File: config.mk
export PLATFORM = sky130hd
export DESIGN_NAME = csgap_ctrl
export DESIGN_NICKNAME = d
export VERILOG_FILES = /design/src/rtl/csgap_pkg.sv /design/src/rtl/csgap_history.sv /design/src/rtl/csgap_idle_timer.sv /design/src/rtl/csgap_gap_calc.sv /design/src/rtl/csgap_ctrl.sv
export SDC_FILE = /design/constraint.sdc
export NUM_CORES = 1
export LEC_CHECK = 0
export ABC_AREA = 1
export BUFFER_PORTS_ARGS = -buffer_cell sky130_fd_sc_hd__buf_4
export CORE_ASPECT_RATIO = 1.2
export CORE_MARGIN = 5
export CORE_UTILIZATION = 32
export DETAILED_ROUTE_END_ITERATION = 16
export GPL_ROUTABILITY_DRIVEN = 0
export GPL_TIMING_DRIVEN = 0
export PLACE_DENSITY = 0.65
export SETUP_SLACK_MARGIN = 0.1
export SYNTH_ARGS = -nofsm -noshare
export SYNTH_HDL_FRONTEND = slang
export SYNTH_SLANG_ARGS = --single-unit
File: constraint.sdc
create_clock -name clk -period 3.6 [get_ports clk]
set_input_delay 0.54 -clock clk [delete_from_list [all_inputs] [get_ports clk]]
set_output_delay 0.54 -clock clk [all_outputs]
set_load 0.05 [all_outputs]
File: src/rtl/csgap_pkg.sv
package csgap_pkg;
  // Turnaround applies when the bus owner changes or when a read is
  // followed by a write on the same chip-select.
  function automatic logic ta_needed(logic same_cs, logic prev_wr, logic next_wr);
    return !same_cs || (!prev_wr && next_wr);
  endfunction

  // Overlapping gaps: the larger one covers both.
  function automatic int unsigned gap_max(int unsigned a, int unsigned b);
    return (a > b) ? a : b;
  endfunction
endpackage

File: src/rtl/csgap_history.sv
module csgap_history #(
  parameter int CS_W = 2
) (
  input  logic            clk,
  input  logic            rst_n,
  input  logic            grant,
  input  logic [CS_W-1:0] req_cs,
  input  logic            req_wr,
  input  logic            req_pf,
  input  logic            acc_done,
  output logic            busy,
  output logic            hist_vld,
  output logic [CS_W-1:0] prev_cs,
  output logic            prev_wr,
  output logic            prev_pf
);
  always_ff @(posedge clk or negedge rst_n) begin
    if (!rst_n) begin
      busy     <= 1'b0;
      hist_vld <= 1'b0;
      prev_cs  <= '0;
      prev_wr  <= 1'b0;
      prev_pf  <= 1'b0;
    end else if (busy && acc_done) begin
      busy <= 1'b0;
    end else if (grant) begin
      busy     <= 1'b1;
      hist_vld <= 1'b1;
      prev_cs  <= req_cs;
      prev_wr  <= req_wr;
      prev_pf  <= req_pf;
    end
  end
endmodule

File: src/rtl/csgap_idle_timer.sv
module csgap_idle_timer #(
  parameter int DLY_W = 4
) (
  input  logic             clk,
  input  logic             rst_n,
  input  logic             busy,
  input  logic             acc_done,
  output logic [DLY_W-1:0] idle_cnt
);
  localparam logic [DLY_W-1:0] CNT_MAX = '1;

  // Counts idle clocks since the last access ended, saturating.
  always_ff @(posedge clk or negedge rst_n) begin
    if (!rst_n)
      idle_cnt <= CNT_MAX;
    else if (busy && acc_done)
      idle_cnt <= '0;
    else if (!busy && idle_cnt != CNT_MAX)
      idle_cnt <= idle_cnt + 1'b1;
  end
endmodule

File: src/rtl/csgap_gap_calc.sv
module csgap_gap_calc
  import csgap_pkg::*;
#(
  parameter int N_CS  = 4,
  parameter int DLY_W = 4,
  parameter int CS_W  = 2
) (
  input  logic                  hist_vld,
  input  logic [CS_W-1:0]       prev_cs,
  input  logic                  prev_wr,
  input  logic                  prev_pf,
  input  logic [CS_W-1:0]       req_cs,
  input  logic                  req_wr,
  input  logic                  req_pf,
  input  logic [N_CS-1:0]       cfg_same_en,
  input  logic [N_CS*DLY_W-1:0] cfg_same_dly,
  input  logic [N_CS-1:0]       cfg_ta_en,
  input  logic [N_CS*DLY_W-1:0] cfg_ta_dly,
  output logic [DLY_W-1:0]      need_gap,
  output logic                  stream_hit
);
  logic [DLY_W-1:0] same_dly_a [N_CS];
  logic [DLY_W-1:0] ta_dly_a   [N_CS];

  for (genvar g = 0; g < N_CS; g++) begin : g_unpack
    assign same_dly_a[g] = cfg_same_dly[g*DLY_W +: DLY_W];
    assign ta_dly_a[g]   = cfg_ta_dly[g*DLY_W +: DLY_W];
  end

  logic             same_cs;
  logic [DLY_W-1:0] rep_gap;
  logic [DLY_W-1:0] ta_gap;

  always_comb begin
    same_cs    = (req_cs == prev_cs);
    stream_hit = hist_vld && same_cs && prev_pf && req_pf;
    rep_gap    = (same_cs && cfg_same_en[req_cs]) ? same_dly_a[req_cs] : '0;
    ta_gap     = (ta_needed(same_cs, prev_wr, req_wr) && cfg_ta_en[prev_cs])
                 ? ta_dly_a[prev_cs] : '0;
    if (!hist_vld || stream_hit)
      need_gap = '0;
    else
      need_gap = DLY_W'(gap_max(int'(rep_gap), int'(ta_gap)));
  end
endmodule

File: src/rtl/csgap_ctrl.sv
module csgap_ctrl #(
  parameter int N_CS  = 4,
  parameter int DLY_W = 4,
  localparam int CS_W = (N_CS > 1) ? $clog2(N_CS) : 1
) (
  input  logic                  clk,
  input  logic                  rst_n,
  input  logic                  req_valid,
  input  logic [CS_W-1:0]       req_cs,
  input  logic                  req_wr,
  input  logic                  req_pf,
  input  logic                  acc_done,
  input  logic [N_CS-1:0]       cfg_same_en,
  input  logic [N_CS*DLY_W-1:0] cfg_same_dly,
  input  logic [N_CS-1:0]       cfg_ta_en,
  input  logic [N_CS*DLY_W-1:0] cfg_ta_dly,
  output logic                  grant,
  output logic                  fast_timing
);
  logic             busy;
  logic             hist_vld;
  logic [CS_W-1:0]  prev_cs;
  logic             prev_wr;
  logic             prev_pf;
  logic [DLY_W-1:0] idle_cnt;
  logic [DLY_W-1:0] need_gap;
  logic             stream_hit;
  logic             gap_met;

  csgap_history #(.CS_W(CS_W)) u_hist (
    .clk(clk), .rst_n(rst_n), .grant(grant),
    .req_cs(req_cs), .req_wr(req_wr), .req_pf(req_pf), .acc_done(acc_done),
    .busy(busy), .hist_vld(hist_vld),
    .prev_cs(prev_cs), .prev_wr(prev_wr), .prev_pf(prev_pf)
  );

  csgap_idle_timer #(.DLY_W(DLY_W)) u_timer (
    .clk(clk), .rst_n(rst_n), .busy(busy), .acc_done(acc_done),
    .idle_cnt(idle_cnt)
  );

  csgap_gap_calc #(.N_CS(N_CS), .DLY_W(DLY_W), .CS_W(CS_W)) u_calc (
    .hist_vld(hist_vld), .prev_cs(prev_cs), .prev_wr(prev_wr), .prev_pf(prev_pf),
    .req_cs(req_cs), .req_wr(req_wr), .req_pf(req_pf),
    .cfg_same_en(cfg_same_en), .cfg_same_dly(cfg_same_dly),
    .cfg_ta_en(cfg_ta_en), .cfg_ta_dly(cfg_ta_dly),
    .need_gap(need_gap), .stream_hit(stream_hit)
  );

  assign gap_met     = (idle_cnt >= need_gap);
  assign grant       = req_valid && !busy && gap_met;
  assign fast_timing = grant && stream_hit;
endmodule

== After elaboration in Yosys (flattened, before gate mapping) ==
Cells that the tools add are included.
Word-level totals
  bits in registers: 10
  input port bits: 48
  word-level logic and storage cells: 56
Cells by class
  $add $sub $neg: 1
  $lt $le $gt $ge: 6
  equality and inequality tests: 2
  muxes and demuxes: 18
  bitwise logic cells: 3
  reductions and logical operators: 20
Operators by type and width (count)
  $mux 4: 10
  $bmux 4 s2: 2
  $logic_and 1x1->1: 11
  $ge 3x3->1 const B: 2
  $lt 2x3->1 const B: 2
  $not 2->3: 2
  $add 4x1->4 const B: 1
  $bmux 1 s2: 2
  $ge 4x4->1: 1
  $gt 4x4->1: 1
  $logic_not 1->1: 4
  $mux 1: 4
  $ne 4x4->1 const B: 1
  $reduce_bool 2->1: 2
  $eq 2x2->1: 1
  $logic_or 1x1->1: 2
  $reduce_and 2->1: 1
  $not 1->1: 1

== Longest topological paths before layout ==
  depth after elaboration: 12
  depth in mapped cells: 25

== By module ==
A second synthesis with hierarchy kept.
Second synthesis, totals
  cells, all modules: 266
  area, all modules: 1465.2 µm²
Modules (own cells, without submodules)
  csgap_gap_calc: times used 1, cells each 185, area an instance 852.1 µm², sequential area each 0.0 µm²
  csgap_idle_timer: times used 1, cells each 33, area an instance 242.7 µm², sequential area each 105.1 µm²
  csgap_history: times used 1, cells each 24, area an instance 232.7 µm², sequential area each 150.1 µm²
  csgap_ctrl: times used 1, cells each 24, area an instance 137.6 µm², sequential area each 0.0 µm²

== Worst setup path after synthesis ==
Ideal clock, no wire load.
  path type: input port to output port
  start point: input port req_cs[0]
  end point: output port fast_timing
  arrival: 3.427 ns
  required time: 3.060 ns
  path slack: -0.367 ns
  stages on the path: 23
  path buffers: 2
  cell sequence: buf_4 -> buf_4 -> nand2_1 -> nand2_1 -> nand2_1 -> o21ai_1 -> nand3_1 -> inv_1 -> ha_1 -> inv_1 -> o21bai_1 -> nand2_1 -> a21oi_1 -> nand2_1 -> nand2_1 -> nor2_2 -> ha_1 -> inv_1 -> nand2_1 -> a21oi_1 -> o21ai_2 -> nand2_1 -> nor2_1
Between the ends
  cells in the longest elaborated chain, start to end: 11
Ends and longest elaborated chain
  from (decl): RTL line csgap_ctrl.sv:9  | input logic [CS_W-1:0] req_cs,
  $not 2->3 (implied by the code) or $eq 2x2->1 (tied branches): RTL line csgap_gap_calc.sv:37, csgap_gap_calc.sv:35
  $bmux 4 s2 or $logic_not 1->1 (tied branches): RTL line csgap_gap_calc.sv:37, csgap_pkg.sv:5
  $mux 4 (implied by the code) or $logic_or 1x1->1 (tied branches): RTL line csgap_gap_calc.sv:37, csgap_pkg.sv:5
  $mux 4 (implied by the code) or $logic_and 1x1->1 (tied branches): RTL line csgap_gap_calc.sv:37, csgap_gap_calc.sv:38
  $mux 4 (on tied branches): RTL line csgap_gap_calc.sv:37, csgap_gap_calc.sv:39
  $gt 4x4->1: RTL line csgap_pkg.sv:10  | return (a > b) ? a : b;
  $mux 4: RTL line csgap_pkg.sv:10
  $mux 4: RTL line csgap_gap_calc.sv:40  | if (!hist_vld || stream_hit)
  $ge 4x4->1: RTL line csgap_ctrl.sv:50  | assign gap_met = (idle_cnt >= need_gap);
  $logic_and 1x1->1: RTL line csgap_ctrl.sv:51  | assign grant = req_valid && !busy && gap_met;
  $logic_and 1x1->1 (*): RTL line csgap_ctrl.sv:52  | assign fast_timing = grant && stream_hit;
  to (decl): RTL line csgap_ctrl.sv:18  | output logic fast_timing
Every way passes the cells marked *; elsewhere a longest branch is shown, timed or not. The select of a mux whose other input is x is not followed.

== Worst setup path after layout ==
Ends and elaborated chain as after synthesis.

==> results.cfg <==
[finish]
layout-drive-gt1-share = 0.372
layout_common_cells = 87 x nand2_1, 53 x buf_4, 31 x inv_1
syn_to_final_growth_pct = 52.5
final_common_cell = nand2_1
diodes = 0
layout.nets = 343
postLayoutCellArea_um2 = 1970

[synthesis]
synth_nets = 283
synth.yosys.seq_area_share = 0.197
syn_inst = 226
yosys_most_used_dff = dfrtp_1
synth_top_area_share = 0.261
async_reset_ff_frac = 1.00
yosys.area.top_type = nand2_1
avgSynthCellArea_um2 = 5.72
postSynthRegisterBits = 10
synth_cell_types = 23
syn-cell-area_um2 = 1290
yosysWarnings = 0
synth_edf_count = 0
synth_area_leaders = nand2_1 26%, dfrtp_1 12%, inv_1 10%

[cts]
cts.sinks = 10
cts_tree = yes
cts_buffers = 3
insertion_delay_ps = 240
cts-htree-levels = 1
path_clk_slew_ps = 50
cts_max_path_buffers = 2
cts_root_buffer = clkbuf_8

[drt]
routed-via-count = 1490
drc_errors = 0
viasPerCell = 4.40
ant_nets = 0
wl_per_cell_um = 10.2
firstDrtPassIters = 4
postRouteWirelength_mm = 3.45
drt-initial-drc-count = 51

[global_route]
antenna_found_initial = 0
track_usage = 0.140
grt_pass1_vias = 1460
grt_max_degree = 11
grt.overflow.total = 0
grt_pass1_wl_mm = 5.99

[sta]
skew_ps = 5.40
worst_pin_slew_ps = 408
holdWs_ps = 120
grt_setup_unrepaired = true
hold_viol = 0
slew_headroom = 0.727
finalMaxSlewViolations = 0
max_freq_mhz = 281
setup_viol = 0
fin_tns_setup_ps = 0
finalCritPeriodShare = 0.989
final.min_clock_period_ps = 3560

[floorplanning]
fp.dieW_um = 68.0
coreArea_um2 = 3940
fp-row-count = 25
dieArea_um2 = 5420
start_util = 0.328
io_pins = 50
die-height_um = 79.7

[pwr]
p_leak_nw = 1.12
vdd_drop_max_mv = 0.846
power.density_nw_per_um2 = 874
p_total_mw = 1.73

[worst_setup_path]
cp-end-kind = primary output
crit_arrival_ps = 3020
crit_path_start_kind = primary input
cp_max_fo = 10
rr_worst_depth = 22
cp.required_ps = 3060
worst-setup-path-type = primary input to primary output

[place]
dp_hpwl_mm = 2.73
placed_area_um2 = 1780
portBuffers = 47

[min_path]
hold_path_class = primary input to asynchronous set/reset pin

[outcome]
status = finished clean

[run]
maxCapViolations = 0
[cell type report]
type / count / area (µm²)
Fill cell: 439 / 1970
Buffer: 6 / 63.8
Inverter: 41 / 165
Sequential cell: 10 / 256
Timing Repair Buffer: 55 / 432
Clock buffer: 4 / 45.0
Multi-Input combinational cell: 169 / 943
Tap cell: 54 / 67.6
[sequential cells by signal, summed over array words and instances, names as in the netlist]
name              flops
u_timer.idle_cnt      4
u_hist.prev_cs        2
u_hist.busy           1
u_hist.hist_vld       1
u_hist.prev_pf        1
u_hist.prev_wr        1
[power breakdown]
group / switching, mW / leakage, nW / total, mW / internal (mW)
Clock: 0.0439 / 0.0228 / 0.121 / 0.0775
Sequential: 0.0486 / 0.112 / 0.233 / 0.185
Combinational: 0.755 / 0.988 / 1.37 / 0.615
Total: 0.848 / 1.12 / 1.73 / 0.877
[per-layer routing]
layer	up-vias	part of all wire	track usage
met1	648	0.43	0.157
met4	0	0.015	0.0537
met5	-	0	0
li1	808	-	-
met3	5	0.050	0.0141
met2	29	0.51	0.260
[worst max-delay path, cell delays in order]
cell and delay, ps:
buf_6 110, buf_6 130, nand2_1 60, nand2_1 40
o21ai_1 170, nand3_1 120, inv_1 110, ha_4 210
nand2_2 80, inv_1 40, nand2_1 90, nand2_1 70
o21ai_2 90, nand2_1 70, inv_1 60, nor2_2 40
ha_1 250, inv_1 30, nand2_1 60, a21oi_2 60
o21ai_2 210, nand2_4 100, nor2_4 110, buf_8 150
[worst paths after layout]
path	endpoint	startpoint	slack, ps
setup / recovery	fast_timing	req_cs[0]	40
hold / removal	u_hist.hist_vld	rst_n	120
setup reg to reg	u_hist.prev_cs[0]	u_hist.prev_cs[0]	710
hold reg to reg	u_hist.prev_wr	u_hist.prev_wr	470
max in group asynchronous	u_timer.idle_cnt[3]	rst_n	3260
min in group clk	u_hist.prev_wr	u_hist.prev_wr	470
[Yosys cell counts (3+ instances only)]
cell type,n
nand3_2,5
inv_2,5
a21oi_1,6
nand2_1,90
ha_1,9
o21ai_1,5
nand2_2,3
nor2_1,16
or2_0,4
o21ai_0,4
dfstp_2,4
nand3_1,21
inv_1,35
buf_4,5
dfrtp_1,6
[cells by family after synthesis]
group	after synthesis	synth area share
flip-flops	10	0.197
XOR/XNOR	1	0.00677
adder cells (fa/ha/maj)	9	0.0870
buffers and inverters	47	0.159
AO/OA/AOI/OAI	18	0.0754
AND/OR/NAND/NOR	141	0.475
[through the flow]
step | util | std cells | setup slack [ps]
2_1_floorplan | - | 226 | 79.3
3_3_place_gp | 0.452 | 327 | -259
3_5_place_dp | 0.452 | 327 | -250
4_1_cts | 0.490 | 337 | -8.42
5_1_grt | 0.501 | 339 | -250
6_report | 0.501 | 339 | 41.3
[what timing repair did]
action / CTS / global route
buffers inserted: 5 / 2
hold buffers: 0 / 0
setup endpoints to repair: 2 / 2
gates resized for setup: 14 / 7
gates cloned: 1 / 0
pin swaps: 8 / 3
(Power assumes the default switching activity.)
